### src/rtl/wdog_pkg.sv
package wdog_pkg;

    localparam int CNT_W = 7;

    typedef logic [CNT_W-1:0] cnt_t;

    localparam cnt_t CNT_FLOOR = cnt_t'(1 << (CNT_W - 1));   // 0x40
    localparam cnt_t CNT_WARN  = CNT_FLOOR + cnt_t'(1);       // 0x41
    localparam cnt_t CNT_INIT  = '1;                          // 0x7F

    typedef enum logic [1:0] {
        ADDR_CTRL = 2'd0,
        ADDR_CFG  = 2'd1,
        ADDR_STAT = 2'd2
    } reg_addr_e;

    // field positions within the data word
    localparam int CTRL_ARM_BIT = CNT_W;          // 7
    localparam int CFG_TB_LSB   = CNT_W;          // 7
    localparam int STAT_FLAG_BIT = 0;

    typedef struct packed {
        logic       irq_en;
        logic [1:0] tbase;
        cnt_t       win;
    } cfg_t;

    typedef struct packed {
        logic armed;
        cnt_t cnt;
    } ctrl_t;

    // a counter value that has lost its top bit is past the deadline
    function automatic logic below_floor(input cnt_t v);
        return !v[CNT_W-1];
    endfunction

endpackage

### src/rtl/wdog_prescaler.sv
module wdog_prescaler #(
    parameter int BASE_DIV = 4096,
    parameter int TB_W     = 2
) (
    input  logic            clk,
    input  logic            rst,
    input  logic            restart,
    input  logic [TB_W-1:0] tbase,
    output logic            tick
);
    localparam int BASE_W  = (BASE_DIV > 1) ? $clog2(BASE_DIV) : 1;
    localparam int STAGE_W = (1 << TB_W) - 1;
    localparam logic [BASE_W-1:0] BASE_LAST = BASE_W'(BASE_DIV - 1);

    logic [BASE_W-1:0]  base_q;
    logic [STAGE_W-1:0] stage_q;
    logic [STAGE_W-1:0] stage_lim;
    logic               base_wrap;
    logic               stage_done;

    // thermometer limit: (2^tbase)-1
    for (genvar i = 0; i < STAGE_W; i++) begin : g_lim
        assign stage_lim[i] = (32'(tbase) > i);
    end

    assign base_wrap  = (base_q == BASE_LAST);
    assign stage_done = (stage_q >= stage_lim);
    assign tick       = base_wrap && stage_done && !restart;

    always_ff @(posedge clk) begin
        if (rst || restart) begin
            base_q  <= '0;
            stage_q <= '0;
        end else if (base_wrap) begin
            base_q  <= '0;
            stage_q <= stage_done ? '0 : stage_q + STAGE_W'(1);
        end else begin
            base_q  <= base_q + BASE_W'(1);
        end
    end

    // a restart always brings the chain back to its origin
    a_r2_restart_clears: assert property (@(posedge clk) disable iff (rst)
        restart |=> (base_q == '0 && stage_q == '0));

    // the base divider never leaves its range
    a_r2_base_in_range: assert property (@(posedge clk) disable iff (rst)
        32'(base_q) < BASE_DIV);

endmodule

### src/rtl/wdog_regfile.sv
module wdog_regfile
    import wdog_pkg::*;
#(
    parameter int DATA_W = 32
) (
    input  logic              clk,
    input  logic              rst,
    input  logic              bus_sel,
    input  logic              bus_we,
    input  logic [1:0]        bus_addr,
    input  logic [DATA_W-1:0] bus_wdata,
    output logic [DATA_W-1:0] bus_rdata,
    input  cnt_t              cnt,
    input  logic              flag_set,
    output cfg_t              cfg,
    output logic              armed,
    output logic              flag,
    output logic              ctrl_wr,
    output ctrl_t             ctrl_wdata
);
    logic wr;
    logic cfg_wr;
    logic stat_wr;
    logic flag_clr;

    assign wr       = bus_sel && bus_we;
    assign ctrl_wr  = wr && (bus_addr == ADDR_CTRL);
    assign cfg_wr   = wr && (bus_addr == ADDR_CFG);
    assign stat_wr  = wr && (bus_addr == ADDR_STAT);
    assign flag_clr = stat_wr && !bus_wdata[STAT_FLAG_BIT];

    assign ctrl_wdata.armed = bus_wdata[CTRL_ARM_BIT];
    assign ctrl_wdata.cnt   = bus_wdata[CNT_W-1:0];

    always_ff @(posedge clk) begin
        if (rst) begin
            cfg.win    <= CNT_INIT;
            cfg.tbase  <= '0;
            cfg.irq_en <= 1'b0;
            armed      <= 1'b0;
            flag       <= 1'b0;
        end else begin
            if (cfg_wr) begin
                cfg.win    <= bus_wdata[CNT_W-1:0];
                cfg.tbase  <= bus_wdata[CFG_TB_LSB +: 2];
                cfg.irq_en <= cfg.irq_en | bus_wdata[CFG_TB_LSB + 2];
            end
            if (ctrl_wr && ctrl_wdata.armed)
                armed <= 1'b1;
            if (flag_set)
                flag <= 1'b1;
            else if (flag_clr)
                flag <= 1'b0;
        end
    end

    always_comb begin
        bus_rdata = '0;
        unique case (bus_addr)
            ADDR_CTRL: begin
                bus_rdata[CNT_W-1:0]   = cnt;
                bus_rdata[CTRL_ARM_BIT] = armed;
            end
            ADDR_CFG: begin
                bus_rdata[CNT_W-1:0]           = cfg.win;
                bus_rdata[CFG_TB_LSB +: 2]     = cfg.tbase;
                bus_rdata[CFG_TB_LSB + 2]      = cfg.irq_en;
            end
            ADDR_STAT: bus_rdata[STAT_FLAG_BIT] = flag;
            default:   bus_rdata = '0;
        endcase
    end

    // arming is one-way
    a_r7_arm_sticky: assert property (@(posedge clk) disable iff (rst)
        armed |=> armed);

    // interrupt enable is one-way
    a_r10_irq_en_sticky: assert property (@(posedge clk) disable iff (rst)
        cfg.irq_en |=> cfg.irq_en);

    // writing one to the flag leaves a set flag set
    a_r9_write_one_keeps: assert property (@(posedge clk) disable iff (rst)
        (stat_wr && bus_wdata[STAT_FLAG_BIT] && flag) |=> flag);

    // a warning event always lands in the flag
    a_r8_flag_follows_set: assert property (@(posedge clk) disable iff (rst)
        flag_set |=> flag);

endmodule

### src/rtl/wdog_counter.sv
module wdog_counter
    import wdog_pkg::*;
(
    input  logic  clk,
    input  logic  rst,
    input  logic  tick,
    input  logic  ctrl_wr,
    input  ctrl_t ctrl_wdata,
    input  logic  armed,
    input  cnt_t  win,
    output cnt_t  cnt,
    output logic  flag_set,
    output logic  rst_req
);
    logic fault_early;
    logic fault_low;
    logic fault_expire;
    logic fault_any;
    logic step;

    assign step         = tick && !ctrl_wr;
    assign fault_early  = ctrl_wr && armed && (cnt > win);
    assign fault_low    = ctrl_wr && (armed || ctrl_wdata.armed) && below_floor(ctrl_wdata.cnt);
    assign fault_expire = step && armed && (cnt == CNT_FLOOR);
    assign fault_any    = fault_early || fault_low || fault_expire;
    assign flag_set     = step && (cnt == CNT_WARN);

    always_ff @(posedge clk) begin
        if (rst) begin
            cnt     <= CNT_INIT;
            rst_req <= 1'b0;
        end else begin
            if (ctrl_wr)
                cnt <= ctrl_wdata.cnt;
            else if (tick)
                cnt <= cnt - cnt_t'(1);
            rst_req <= fault_any && !rst_req;
        end
    end

    // request is a single-cycle pulse
    a_r11_single_pulse: assert property (@(posedge clk) disable iff (rst)
        rst_req |=> !rst_req);

    // nothing is requested while disarmed
    a_r7_silent_disarmed: assert property (@(posedge clk) disable iff (rst)
        (!armed && !(ctrl_wr && ctrl_wdata.armed)) |=> !rst_req);

    // crossing the floor while armed requests reset
    a_r3_expiry: assert property (@(posedge clk) disable iff (rst)
        (tick && !ctrl_wr && armed && !rst_req && cnt == CNT_FLOOR) |=> (rst_req && cnt == CNT_FLOOR - cnt_t'(1)));

    // a refresh above the window requests reset
    a_r5_early_refresh: assert property (@(posedge clk) disable iff (rst)
        (ctrl_wr && armed && !rst_req && cnt > win) |=> rst_req);

    // the counter holds between ticks and writes
    a_r2_hold: assert property (@(posedge clk) disable iff (rst)
        (!tick && !ctrl_wr) |=> $stable(cnt));

endmodule

### src/rtl/window_watchdog.sv
module window_watchdog
    import wdog_pkg::*;
#(
    parameter int BASE_DIV = 4096,
    parameter int DATA_W   = 32
) (
    input  logic              clk,
    input  logic              rst,
    input  logic              bus_sel,
    input  logic              bus_we,
    input  logic [1:0]        bus_addr,
    input  logic [DATA_W-1:0] bus_wdata,
    output logic [DATA_W-1:0] bus_rdata,
    output logic              wdog_rst_req,
    output logic              wdog_irq
);
    localparam int TB_W = 2;

    cfg_t  cfg;
    ctrl_t ctrl_wdata;
    cnt_t  cnt;
    logic  armed;
    logic  flag;
    logic  flag_set;
    logic  ctrl_wr;
    logic  tick;

    wdog_regfile #(.DATA_W(DATA_W)) u_regs (
        .clk        (clk),
        .rst        (rst),
        .bus_sel    (bus_sel),
        .bus_we     (bus_we),
        .bus_addr   (bus_addr),
        .bus_wdata  (bus_wdata),
        .bus_rdata  (bus_rdata),
        .cnt        (cnt),
        .flag_set   (flag_set),
        .cfg        (cfg),
        .armed      (armed),
        .flag       (flag),
        .ctrl_wr    (ctrl_wr),
        .ctrl_wdata (ctrl_wdata)
    );

    wdog_prescaler #(.BASE_DIV(BASE_DIV), .TB_W(TB_W)) u_pre (
        .clk     (clk),
        .rst     (rst),
        .restart (ctrl_wr),
        .tbase   (cfg.tbase),
        .tick    (tick)
    );

    wdog_counter u_cnt (
        .clk        (clk),
        .rst        (rst),
        .tick       (tick),
        .ctrl_wr    (ctrl_wr),
        .ctrl_wdata (ctrl_wdata),
        .armed      (armed),
        .win        (cfg.win),
        .cnt        (cnt),
        .flag_set   (flag_set),
        .rst_req    (wdog_rst_req)
    );

    assign wdog_irq = flag && cfg.irq_en;

    // interrupt line never rises without the enable
    a_r10_irq_gated: assert property (@(posedge clk) disable iff (rst)
        wdog_irq |-> cfg.irq_en);

endmodule

### config.mk
export PLATFORM = sky130hd
export DESIGN_NAME = window_watchdog
export DESIGN_NICKNAME = d
export VERILOG_FILES = /design/src/rtl/wdog_pkg.sv /design/src/rtl/wdog_prescaler.sv /design/src/rtl/wdog_regfile.sv /design/src/rtl/wdog_counter.sv /design/src/rtl/window_watchdog.sv
export SDC_FILE = /design/constraint.sdc
export NUM_CORES = 1
export LEC_CHECK = 0
export ABC_CLOCK_PERIOD_IN_PS = 7000
export CORE_ASPECT_RATIO = 2
export CORE_MARGIN = 1.5
export CORE_UTILIZATION = 39
export DETAILED_ROUTE_END_ITERATION = 10
export PLACE_DENSITY_LB_ADDON = 0.12
export SETUP_SLACK_MARGIN = 0.5
export SLEW_MARGIN = 20
export SYNTH_ARGS = -nofsm -noshare
export SYNTH_HDL_FRONTEND = slang
export SYNTH_HIERARCHICAL = 1
export SYNTH_SLANG_ARGS = --single-unit
### constraint.sdc
create_clock -name clk -period 7 [get_ports clk]
set_input_delay 2.1 -clock clk [delete_from_list [all_inputs] [get_ports clk]]
set_output_delay 2.1 -clock clk [all_outputs]
set_load 0.02 [all_outputs]
## After elaboration in Yosys (flattened, before gate mapping)

Index checks and enable logic that the tools add are counted.

- Input port bits: 38
- Word-level logic and storage cells: 61
- Bits in registers: 35

- Eq/ne operators: 5
- Muxes and demuxes: 8
- Magnitude comparators: 5
- Bitwise operators: 1
- Reductions and logical operators: 30
- Add/subtract/negate cells: 3

Operator list:

| kind | number |
|---|---|
| $logic_and 1x1->1 | 18 |
| $eq 7x7->1 const B | 2 |
| $mux 7 | 2 |
| $pmux 7 s2 | 1 |
| $add 12x1->12 const B | 1 |
| $eq 12x12->1 const B | 1 |
| $gt 7x7->1 | 1 |
| $sub 7x1->7 const B | 1 |
| $gt 2x1->1 const B | 2 |
| $logic_not 1->1 | 4 |
| $logic_or 1x1->1 | 4 |
| $reduce_bool 2->1 | 2 |
| $add 3x1->3 const B | 1 |
| $ge 3x3->1 | 1 |
| $mux 3 | 1 |
| $pmux 1 s3 | 1 |
| $eq 2x1->1 const B | 1 |
| $eq 2x2->1 const B | 1 |
| $gt 2x2->1 const B | 1 |
| $logic_not 2->1 | 1 |
| $mux 1 | 2 |
| $mux 2 | 1 |
| $reduce_or 2->1 | 1 |
| $or 1x1->1 | 1 |

## Depth between registers and ports, before layout

Gate-level depths: netlist of the first run.

- Depth after elaboration: 9
- Depth in mapped cells: 10
- Depth with buffers taken out: 10

## Hierarchy

Netlist of the first run, hierarchy kept.

Modules (own cells, without submodules):

| module | cells each | area an instance (um^2) | times used |
|---|---|---|---|
| wdog_regfile | 107 | 889.6 | 1 |
| wdog_prescaler | 85 | 723.2 | 1 |
| wdog_counter | 73 | 624.3 | 1 |
| window_watchdog | 1 | 6.3 | 1 |

## Least setup slack after synthesis of the first run

No wires, ideal clock.

- Path type: input port to output port
- Start point: input bus_addr[0]
- End point: output bus_rdata[9]
- Path slack: 1.960 ns
- Required time: 4.900 ns
- Stages: 3
- Arrival time: 2.940 ns
- Cells stage by stage: buf_4 -> buf_4 -> nor3b_1

- Cells in the longest elaborated chain, start to end: 2

RTL lines:

| what | RTL line | text |
|---|---|---|
| start, declared | window_watchdog.sv:11 | `input logic [1:0] bus_addr,` |
| $eq 2x1->1 | wdog_regfile.sv:59 | `unique case (bus_addr)` |
| $mux 2 | wdog_regfile.sv:59 |  |
| end, declared | window_watchdog.sv:13 | `output logic [DATA_W-1:0] bus_rdata,` |

No other way between the ends.

## Worst setup path after layout of the first run

- Start point: input bus_addr[0]
- End point: output bus_rdata[7]

- Cells in the longest elaborated chain, start to end: 2
- Elaborated cells on any way between the ends: 3
- Classes of those cells: eq/ne: 1; mux: 1; reduce/logical: 1

RTL lines:

| what | RTL line |
|---|---|
| $eq 2x1->1 or $logic_not 2->1 (tied branches) | wdog_regfile.sv:59 |
| $pmux 7 s2 * | wdog_regfile.sv:59 |

Every way passes the cells marked *; elsewhere a longest branch is shown, timed or not.

==> impl_results.md, run 1 <==
- Crit path arrival time: 4010 ps
- Leakage: 1.03 nW
- Global-route usage over all layers: 0.165
- Hold Vio Cnt, Final: 0
- Commonest non-fill, non-tap cell in the layout: nor2_1
- Pwr per Cell Area: 193 nW/um^2
- Busiest layer in global routing: met2
- Routed WL per cell: roughly 14 um
- Fmax achieved: 164 MHz
- CP Max Fanout: 14
- Asr flop ratio synth: 0
- Synth top area cells: dfxtp_1 31%, buf_4 11%, mux2i_1 8.5%
- Number of synthesized flops with an enable pin: 0
- Tcrit/Tclk final: 0.872
- Site Rows: 38
- Chip height: 110 um
- Min-delay src: u_pre/base_q[0]
- M3 GR Usage: 0.0292
- Placer Congestion: 0.804
- Type of the worst min-delay path: flip-flop to flip-flop
- Die W: 56.6 um
- Register area share after synthesis: 0.312
- Met1 usage in global routing: 0.161
- DRT iter0 DRCs: 21
- Finished Core Util: 0.465
- Fillers: 571
- Peak supply drop: about 0.17 mV
- H-Tree Depth: 2
- Clk pin slew, worst setup/hold paths: 80 ps
- Top FF cell, synth: dfxtp_1
- MaxCap Viol Count: 0
- Reg2Reg Depth: 9
- Port Buf Inserts: 27
- IO Count: about 70
- Setup Buffers After CTS: 0
- Setup-failing EPs final: 0
- Most frequent cells in the layout: 41 x nor2_1, 35 x dfxtp_1, 27 x clkdlybuf4s50_1, 22 x conb_1, 19 x mux2i_1
- Worst Max-Slew Pin Slew: 1010 ps
- CP Capture Type: primary output
- Ant. Diodes: 0
- Clock tree buffer depth: 2
- Die area: 6240 sq um
- Nets: 336
- Initial DRT Pass Iterations: 4
- Starting Density: 0.410
- Unrepaired setup endpoints after global routing: no
- TritonCTS Buffers: 5
- Reg-to-reg startpoint: u_pre/base_q[0]
- Cell accounting for the most synthesized area: dfxtp_1
- Clock skew: 9.44 ps
- Largest net degree at the start of global routing: 28
- Count of cell types in the netlist: 47
- R2R Setup Slk: 3540 ps
- Global-route wire length before repair: 7.82 mm
- Post-cts sizing count: 0
- Synthesized area: 2240 sq um
- Vias in the first global route: 1,689
- Drt drc: 0
- YS warnings: 6
- Slew Limit Fails: 0
- Fraction of layout cells with a size suffix above 1: 0.0526
- Startpoint types: input port
- Grt ovf: 0
- WL final: about 4.8 mm
- ANT nets after route: 0
- Top-area cell type share of the netlist area: 0.312
- WS Path Type: input port to primary output
- Syn-to-layout area delta: 13.3%
- Global-route met2 utilization: 0.322
- Vias per inst: between 5 and 6
- Initial antenna violation count: 0
- Core ar.: 5470 sq um
- Total negative setup slack: 0 ps
- Hold EP: u_pre/base_q[0]
- Status: finished clean
- Mean post-synth cell area: 8.43 sq um
- Root Driver: clkbuf_8
- Final min period: 6110 ps
- R2r endpoint: u_regs/flag
- # hold bufs at CTS: 0
- Hold Path Stages: 1
- Worst-Skew Late Latency: just under 300 ps
- Clock Sink Count: 35
- Vias: 1,748
- Slew headroom: 0.328
- Post-Synthesis Cells: 266
- CTS tree: built
- Post-synthesis register bit count: 35
- CP Data Required Time: 4900 ps
- Dpl hpwl: 3.62 mm
[state kept, by name (all words and copies together), names as in the netlist]
signal and flops:
u_cnt/cnt 7, u_cnt/rst_req 1, u_pre/base_q 12, u_pre/stage_q 3, u_regs/armed 1, u_regs/cfg 10
u_regs/flag 1
[worst max path at each step]
stage | start | endpoint | slack [ps] | cells after the start
after floorplan | bus_addr[0] | bus_rdata[9] | 1960 | 3
after global placement | bus_addr[0] | bus_rdata[7] | 880 | 4
after detailed placement | bus_addr[0] | bus_rdata[7] | 890 | 4
after CTS | bus_addr[0] | bus_rdata[7] | 890 | 4
after global routing | bus_addr[0] | bus_rdata[6] | 780 | 4
final | bus_addr[0] | bus_rdata[7] | 890 | 4
[per-layer routing]
layer  vias to the layer above  part of all wire
met3                        15             0.030
met4                         0             0.034
li1                        879                 -
met1                       817              0.38
met5                         -                 0
met2                        37              0.55
[worst max-delay path, cell delays in order]
cell	delay, ps
clkdlybuf4s50_1	950
mux2i_1	210
nor2_1	120
clkdlybuf4s50_1	630
[cells by family (layout without fill, tap and decap cells)]
family | after synthesis | count (layout) | synth area share
AOI/OAI and AO/OA | 24 | 24 | 0.0719
xor gates and xnor gates | 16 | 16 | 0.0625
adders and majority gates | 14 | 14 | 0.0781
buffers and inverters | 55 | 53 | 0.151
DFF | 35 | 35 | 0.312
muxes | 19 | 19 | 0.0848
other | 1 | 22 | 0.00167
and+or+nand+nor | 102 | 102 | 0.238
[power by group]
group | internal [mW] | switching, mW
logic | 0.0251 | 0.0375
registers | 0.203 | 0.00435
clock network | 0.142 | 0.0794
total | 0.370 | 0.121
[through the flow]
| stage | std cells | hold slack [ps] | worst slack (ps) | total power [mW] | cell area, sq um |
|---|---|---|---|---|---|
| final | 345 | 464 | 894 | 0.491 | 2540 |
| after global routing | 345 | 514 | 777 | 0.512 | 2540 |
| after CTS | 345 | 473 | 887 | 0.498 | 2540 |
| after detailed placement | 337 | 453 | 890 | 0.274 | 2400 |
| after global placement | 337 | 446 | 878 | 0.274 | 2400 |
| after floorplan | 287 | 430 | 1960 | 0.263 | 2320 |
[area by class of cell]
cell class,count,area (sq um),share of cell area
Clock buffer,5,68.8,0.0271
Inverter,16,60.1,0.0236
Clock inverter,3,67.6,0.0266
Tap cell,60,75.1,0.0295
Sequential cell,35,701,0.276
Timing Repair Buffer,29,285,0.112
Multi-Input combinational cell,197,1280,0.505
[Yosys cell counts, drive strengths merged (4+ instances only)]
master and n:
nor2 41, buf 36, dfxtp 35, mux2i 19
inv 16, nand2 15, ha 14, xnor2 11
nand2b 7, nor3 7, nand3 6, o21ai 5
xor2 5, a21oi 4
No activity file was read; power rests on OpenSTA's default activity.
==> run 2: changes to the inputs <==
--- a/config.mk
+++ b/config.mk
@@ -6,10 +6,12 @@
 export NUM_CORES = 1
 export LEC_CHECK = 0
 export ABC_CLOCK_PERIOD_IN_PS = 7000
+export CAP_MARGIN = 20
 export CORE_ASPECT_RATIO = 2
 export CORE_MARGIN = 1.5
 export CORE_UTILIZATION = 39
 export DETAILED_ROUTE_END_ITERATION = 10
+export GPL_TIMING_DRIVEN = 0
 export PLACE_DENSITY_LB_ADDON = 0.12
 export SETUP_SLACK_MARGIN = 0.5
 export SLEW_MARGIN = 20
==> impl_results.md, run 2 (same netlist as run 1, synthesis figures left out) <==
- Status: finished clean
- Die W: ~57 um
- Fillers: 560
- Placer Congestion: 0.885
- Clock skew: around 6.4 ps
- Grt ovf: 0
- Tcrit/Tclk final: 0.854
- WL final: 5.05 mm
- Peak supply drop: 0.139 mV
- Leakage: 1.20 nW
- Vias: around 1,900
- Die area: around 6200 sq um
- Fmax achieved: 167 MHz
- # hold bufs at CTS: 0
- Max FFs per register: 12
- Initial antenna violation count: 0
- Worst-Skew Late Latency: 290 ps
- Area of the multi-input gates: approximately 1300 sq um
- Worst Max-Slew Pin Slew: 952 ps
- Min-delay src: u_pre/base_q[0]
- Type of the worst min-delay path: flip-flop to flip-flop
- Commonest non-fill, non-tap cell in the layout: nor2_1
- Finished Core Util: 0.508
- Total power: 478 uW
- Largest net degree at the start of global routing: 12
- Clock tree buffer depth: 2
- Non-Filler Instances: 381
- Starting Density: 0.410
- Nets: between 300 and 400
- Clk pin slew, worst setup/hold paths: 70 ps
- Biggest register: u_pre/base_q
- Setup-failing EPs final: 0
- Slew Limit Fails: 0
- CP Max Fanout: 10
- H-Tree Depth: 2
- Crit path arrival time: 3880 ps
- DRT iter0 DRCs: 39
- Routed WL per cell: 13.3 um
- Site Rows: 38
- Pwr per Cell Area: 172 nW/um^2
- Chip height: 110 um
- IO Count: 72
- Unrepaired setup endpoints after global routing: no
- CP Data Required Time: 4900 ps
- Initial DRT Pass Iterations: 4
- Syn-to-layout area delta: 23.7%
- Drt drc: 0
- Place WS: 987 ps
- Placed insts: 373
- ANT nets after route: 0
- TritonCTS Buffers: 5
- Global-route wire length before repair: 8.21 mm
- Port Buf Inserts: 26
- Core ar.: 5470 sq um
- Vias in the first global route: ~1,800
- Cell Area, Placed: between 2000 and 3000 sq um
- Post-cts sizing count: 0
- Setup Buffers After CTS: 0
- Fraction of layout cells with a size suffix above 1: 0.153
- Final min period: 5980 ps
- Storage cell area: about 700 sq um
- Root Driver: clkbuf_8
- Most frequent cells in the layout: 41 x nor2_1, 35 x dfxtp_1, 32 x buf_4, 26 x clkdlybuf4s50_1, 22 x conb_1
- Setup ws final: between 1000 and 1500 ps
- Global-route usage over all layers: 0.174
- Critical path startpoint: bus_addr[1]
- Vias per inst: roughly 5
- CTS tree: built
- CP Capture Type: primary output
- Reg-to-reg startpoint: u_pre/base_q[0]
- Dpl hpwl: 3.91 mm
- Final Cell Area: 2780 sq um
- WS Path Type: input port to primary output
- Slew headroom: 0.364
- MaxCap Viol Count: 0
- Total negative setup slack: 0 ps
- Regs by FF count: u_pre/base_q: 12 flops, u_regs/cfg: 10 flops, u_cnt/cnt: 7 flops
- Min Hold Slack: 470 ps
- Ant. Diodes: 0
- Hold Vio Cnt, Final: 0
- Startpoint types: input port
- Clock Sink Count: 35
-- run 2: cell count changes in the layout (fill, tap and decap cells not counted), sizes merged --
cell,change
clkinvlp,-1
bufinv,-1
clkdlybuf4s50,-1
clkinv,+1
buf,+34
clkbuf,+4
-- run 2: final timing paths --
check,to,slack (ps),depth (start not counted)
min reg2reg,u_pre/base_q[0],470,1
max reg2reg,u_regs/flag,3670,10
max,bus_rdata[0],1020,4
min,u_pre/base_q[0],470,1
-- run 2: cell type report --
type,count,share of cell area
clock inverter,2,0.0126
clock buffer,6,0.0298
tap,60,0.0271
buffer,39,0.100
timing repair buffer,26,0.0938
multi-input combinational,197,0.463
inverter,16,0.0216
sequential,35,0.252
-- run 2: routing by layer --
metal  global-route usage  routed length, um  vias up
met5                    0                  0        -
met3               0.0315                164       14
met1                0.164               1810      870
li1                     -                  -      950
met4                0.104                184        0
met2                0.337               2890       41
-- run 2: power by group --
group	switching, mW	internal, mW
Sequential	0.00433	0.203
Clock	0.0777	0.115
Combinational	0.0408	0.0364
Total	0.123	0.355
-- run 2: critical path, cell delays in order --
cell	delay, ps
clkdlybuf4s50_1	570
clkbuf_1	500
o21ai_1	150
clkdlybuf4s50_1	560
==> run 3: changes to the inputs <==
--- a/config.mk
+++ b/config.mk
@@ -5,6 +5,7 @@
 export SDC_FILE = /design/constraint.sdc
 export NUM_CORES = 1
 export LEC_CHECK = 0
+export ABC_AREA = 1
 export ABC_CLOCK_PERIOD_IN_PS = 7000
 export CAP_MARGIN = 20
 export CORE_ASPECT_RATIO = 2
==> impl_results.md, run 3 <==
- Status: finished clean
- Total negative setup slack: 0 ps
- Seq pwr share: 0.395
- WS Path Type: input port to primary output
- ANT nets after route: 0
- CTS tree: built
- Setup ws final: around 1000 ps
- Most numerous cell in the Yosys netlist: nand2_1
- Leakage: 1.43 nW
- Startpoint types: input port
- Crit path arrival time: 3890 ps
- Most frequent cells in the layout: 80 x nand2_1, 40 x inv_1, 35 x dfxtp_1, 30 x buf_4, 27 x clkdlybuf4s50_1
- Internal power: 397 uW
- Critical path startpoint: bus_addr[1]
- Synthesized area: roughly 2400 sq um
- Reg2Reg Depth: 13
- MaxCap Viol Count: 0
- Setup Buffers After CTS: 0
- Largest net degree at the start of global routing: 14
- Dpl hpwl: between 4 and 5 mm
- Crit-path max cell delay: 630 ps
- Chip height: roughly 110 um
- Final min period: 5990 ps
- # hold bufs at CTS: 0
- Asr flop ratio synth: 0
- Place WS: around 1000 ps
- Cell accounting for the most synthesized area: dfxtp_1
- Site Rows: 40
- H-Tree Depth: 2
- Reg-to-reg startpoint: u_regs/cfg[7]
- Starting Density: 0.401
- Port Buf Inserts: 27
- Hold Path Stages: 1
- CP Data Required Time: approximately 5000 ps
- WL final: roughly 5.6 mm
- Fraction of layout cells with a size suffix above 1: 0.213
- Sw power: 137 uW
- Cell repeated most along the worst path: clkdlybuf4s50_1
- Max FFs per register: 12
- Fillers: 612
- Switching share of power: 0.257
- Slew headroom: 0.641
- Busiest layer in global routing: met2
- Type of the worst min-delay path: flip-flop to flip-flop
- Routed WL per cell: ~12 um
- M3 GR Usage: 0.0340
- Ant. Diodes: 0
- Die area: 6640 sq um
- CP Max Fanout: 8
- Post-synth top cells: 80 x nand2_1, 40 x inv_1, 35 x dfxtp_1
- YS warnings: 6
- Nets: between 400 and 500
- Non-Filler Instances: 452
- CP Capture Type: primary output
- Fmax achieved: 167 MHz
- Global-route usage over all layers: 0.183
- Placed insts: 444
- Count of cell types in the netlist: 32
- TritonCTS Buffers: 5
- Clock tree buffer depth: 2
- Met1 usage in global routing: 0.169
- Placer Congestion: between 0.8 and 0.9
- Post-Synthesis Cells: 333
- Grt ovf: 0
- Global-route wire length before repair: 9.05 mm
- Top-area cell type share of the netlist area: 0.293
- Regs by FF count: u_pre/base_q: 12 flops, u_regs/cfg: 10 flops, u_cnt/cnt: 7 flops
- Min-delay src: u_pre/base_q[0]
- Die W: 58.4 um
- Top FF cell, synth: dfxtp_1
- Pwr per Cell Area: around 180 nW/um^2
- Core ar.: 5960 sq um
- Initial DRT Pass Iterations: 6
- Peak supply drop: 0.186 mV
- IO Count: slightly above 70
- Synth top area cells: dfxtp_1 29%, nand2_1 13%, buf_4 9.4%
- Hold Vio Cnt, Final: 0
- Post-cts sizing count: 0
- Comb pwr share: 0.165
- Biggest register: u_pre/base_q
- Vias per inst: 4.62
- Worst-Skew Late Latency: 280 ps
- R2r endpoint: u_regs/flag
- Unrepaired setup endpoints after global routing: no
- Commonest non-fill, non-tap cell in the layout: nand2_1
- Syn-to-layout area delta: 24.4%
- CP max stage cell: clkdlybuf4s50_1
- Setup-failing EPs final: 0
- Register area share after synthesis: 0.293
- Tcrit/Tclk final: 0.856
- Clock skew: 4.39 ps
- Initial antenna violation count: 0
- Vias: 2,088
- Clk pin slew, worst setup/hold paths: 50 ps
- Mean post-synth cell area: between 7 and 8 sq um
- Slew Limit Fails: 0
- Clock Sink Count: 35
- Post-synthesis register bit count: 35
- Vias in the first global route: around 2,000
- Hold EP: u_pre/base_q[0]
- Drt drc: 0
- DRT iter0 DRCs: 43
- Crit-path cells: clkdlybuf4s50_1 > nor2_2 > inv_2 > o21ai_1 > clkdlybuf4s50_1
- Clock power frac: 0.440
- Global-route met2 utilization: 0.354
- Root Driver: clkbuf_16
- Min Hold Slack: approximately 470 ps
- Total power: roughly 530 uW
- R2R Setup Slk: 4800 ps
- Number of synthesized flops with an enable pin: 0
- Worst Max-Slew Pin Slew: approximately 540 ps
[run 3: routing by layer]
| metal | up-vias | share of wire | wire length (um) |
|---|---|---|---|
| li1 | 1105 | - | - |
| met1 | 935 | 0.36 | 1980 |
| met2 | 38 | 0.58 | 3210 |
| met3 | 10 | 0.033 | 181 |
| met4 | 0 | 0.035 | 192 |
| met5 | - | 0 | 0 |
[run 3: cell type report]
| cell class | instances | area [sq um] | area share |
|---|---|---|---|
| plain buffers | 33 | 259 | 0.0870 |
| clock buffers | 8 | 156 | 0.0526 |
| inverters | 46 | 173 | 0.0580 |
| multi-input cells | 240 | 1340 | 0.450 |
| flip-flops and latches | 35 | 701 | 0.235 |
| well taps | 63 | 78.8 | 0.0265 |
| repair buffers | 27 | 270 | 0.0908 |
[run 3: per-stage QoR]
step                instance area [sq um]   util
CTS                                  2980  0.500
global placement                     2820  0.473
detailed placement                   2820  0.473
global route                         2980  0.500
floorplan                            2470      -
finish                               2980  0.500
[run 3: critical path: cells and delay by family]
family / cells / cell delay, ps
compound gates: 1 / 170
buf+inv: 3 / 1210
simple gates: 1 / 410
[run 3: power groups by stage]
stage                     clock network (mW)  registers [mW]  logic, mW
after floorplan                            0           0.213     0.0615
after global placement                     0           0.215     0.0877
after detailed placement                   0           0.215     0.0883
after CTS                              0.242           0.211     0.0886
after global routing                   0.249           0.212     0.0971
final                                  0.235           0.211     0.0882
[run 3: kinds of logic after synthesis]
kind of cell / Yosys count / share of synthesized area
buffers and inverters: 79 / 0.181
AOI/OAI and AO/OA: 32 / 0.0958
xor gates and xnor gates: 9 / 0.0330
DFF: 35 / 0.293
adders and majority gates: 14 / 0.0733
and+or+nand+nor: 163 / 0.323
other: 1 / 0.00157
[run 3: worst max-delay path by stage]
stage / slack (ps) / endpoint
final: 1010 / bus_rdata[7]
after global routing: 950 / bus_rdata[7]
after CTS: 1000 / bus_rdata[7]
after detailed placement: 1000 / bus_rdata[7]
after global placement: 1020 / bus_rdata[7]
after floorplan: 2180 / bus_rdata[7]
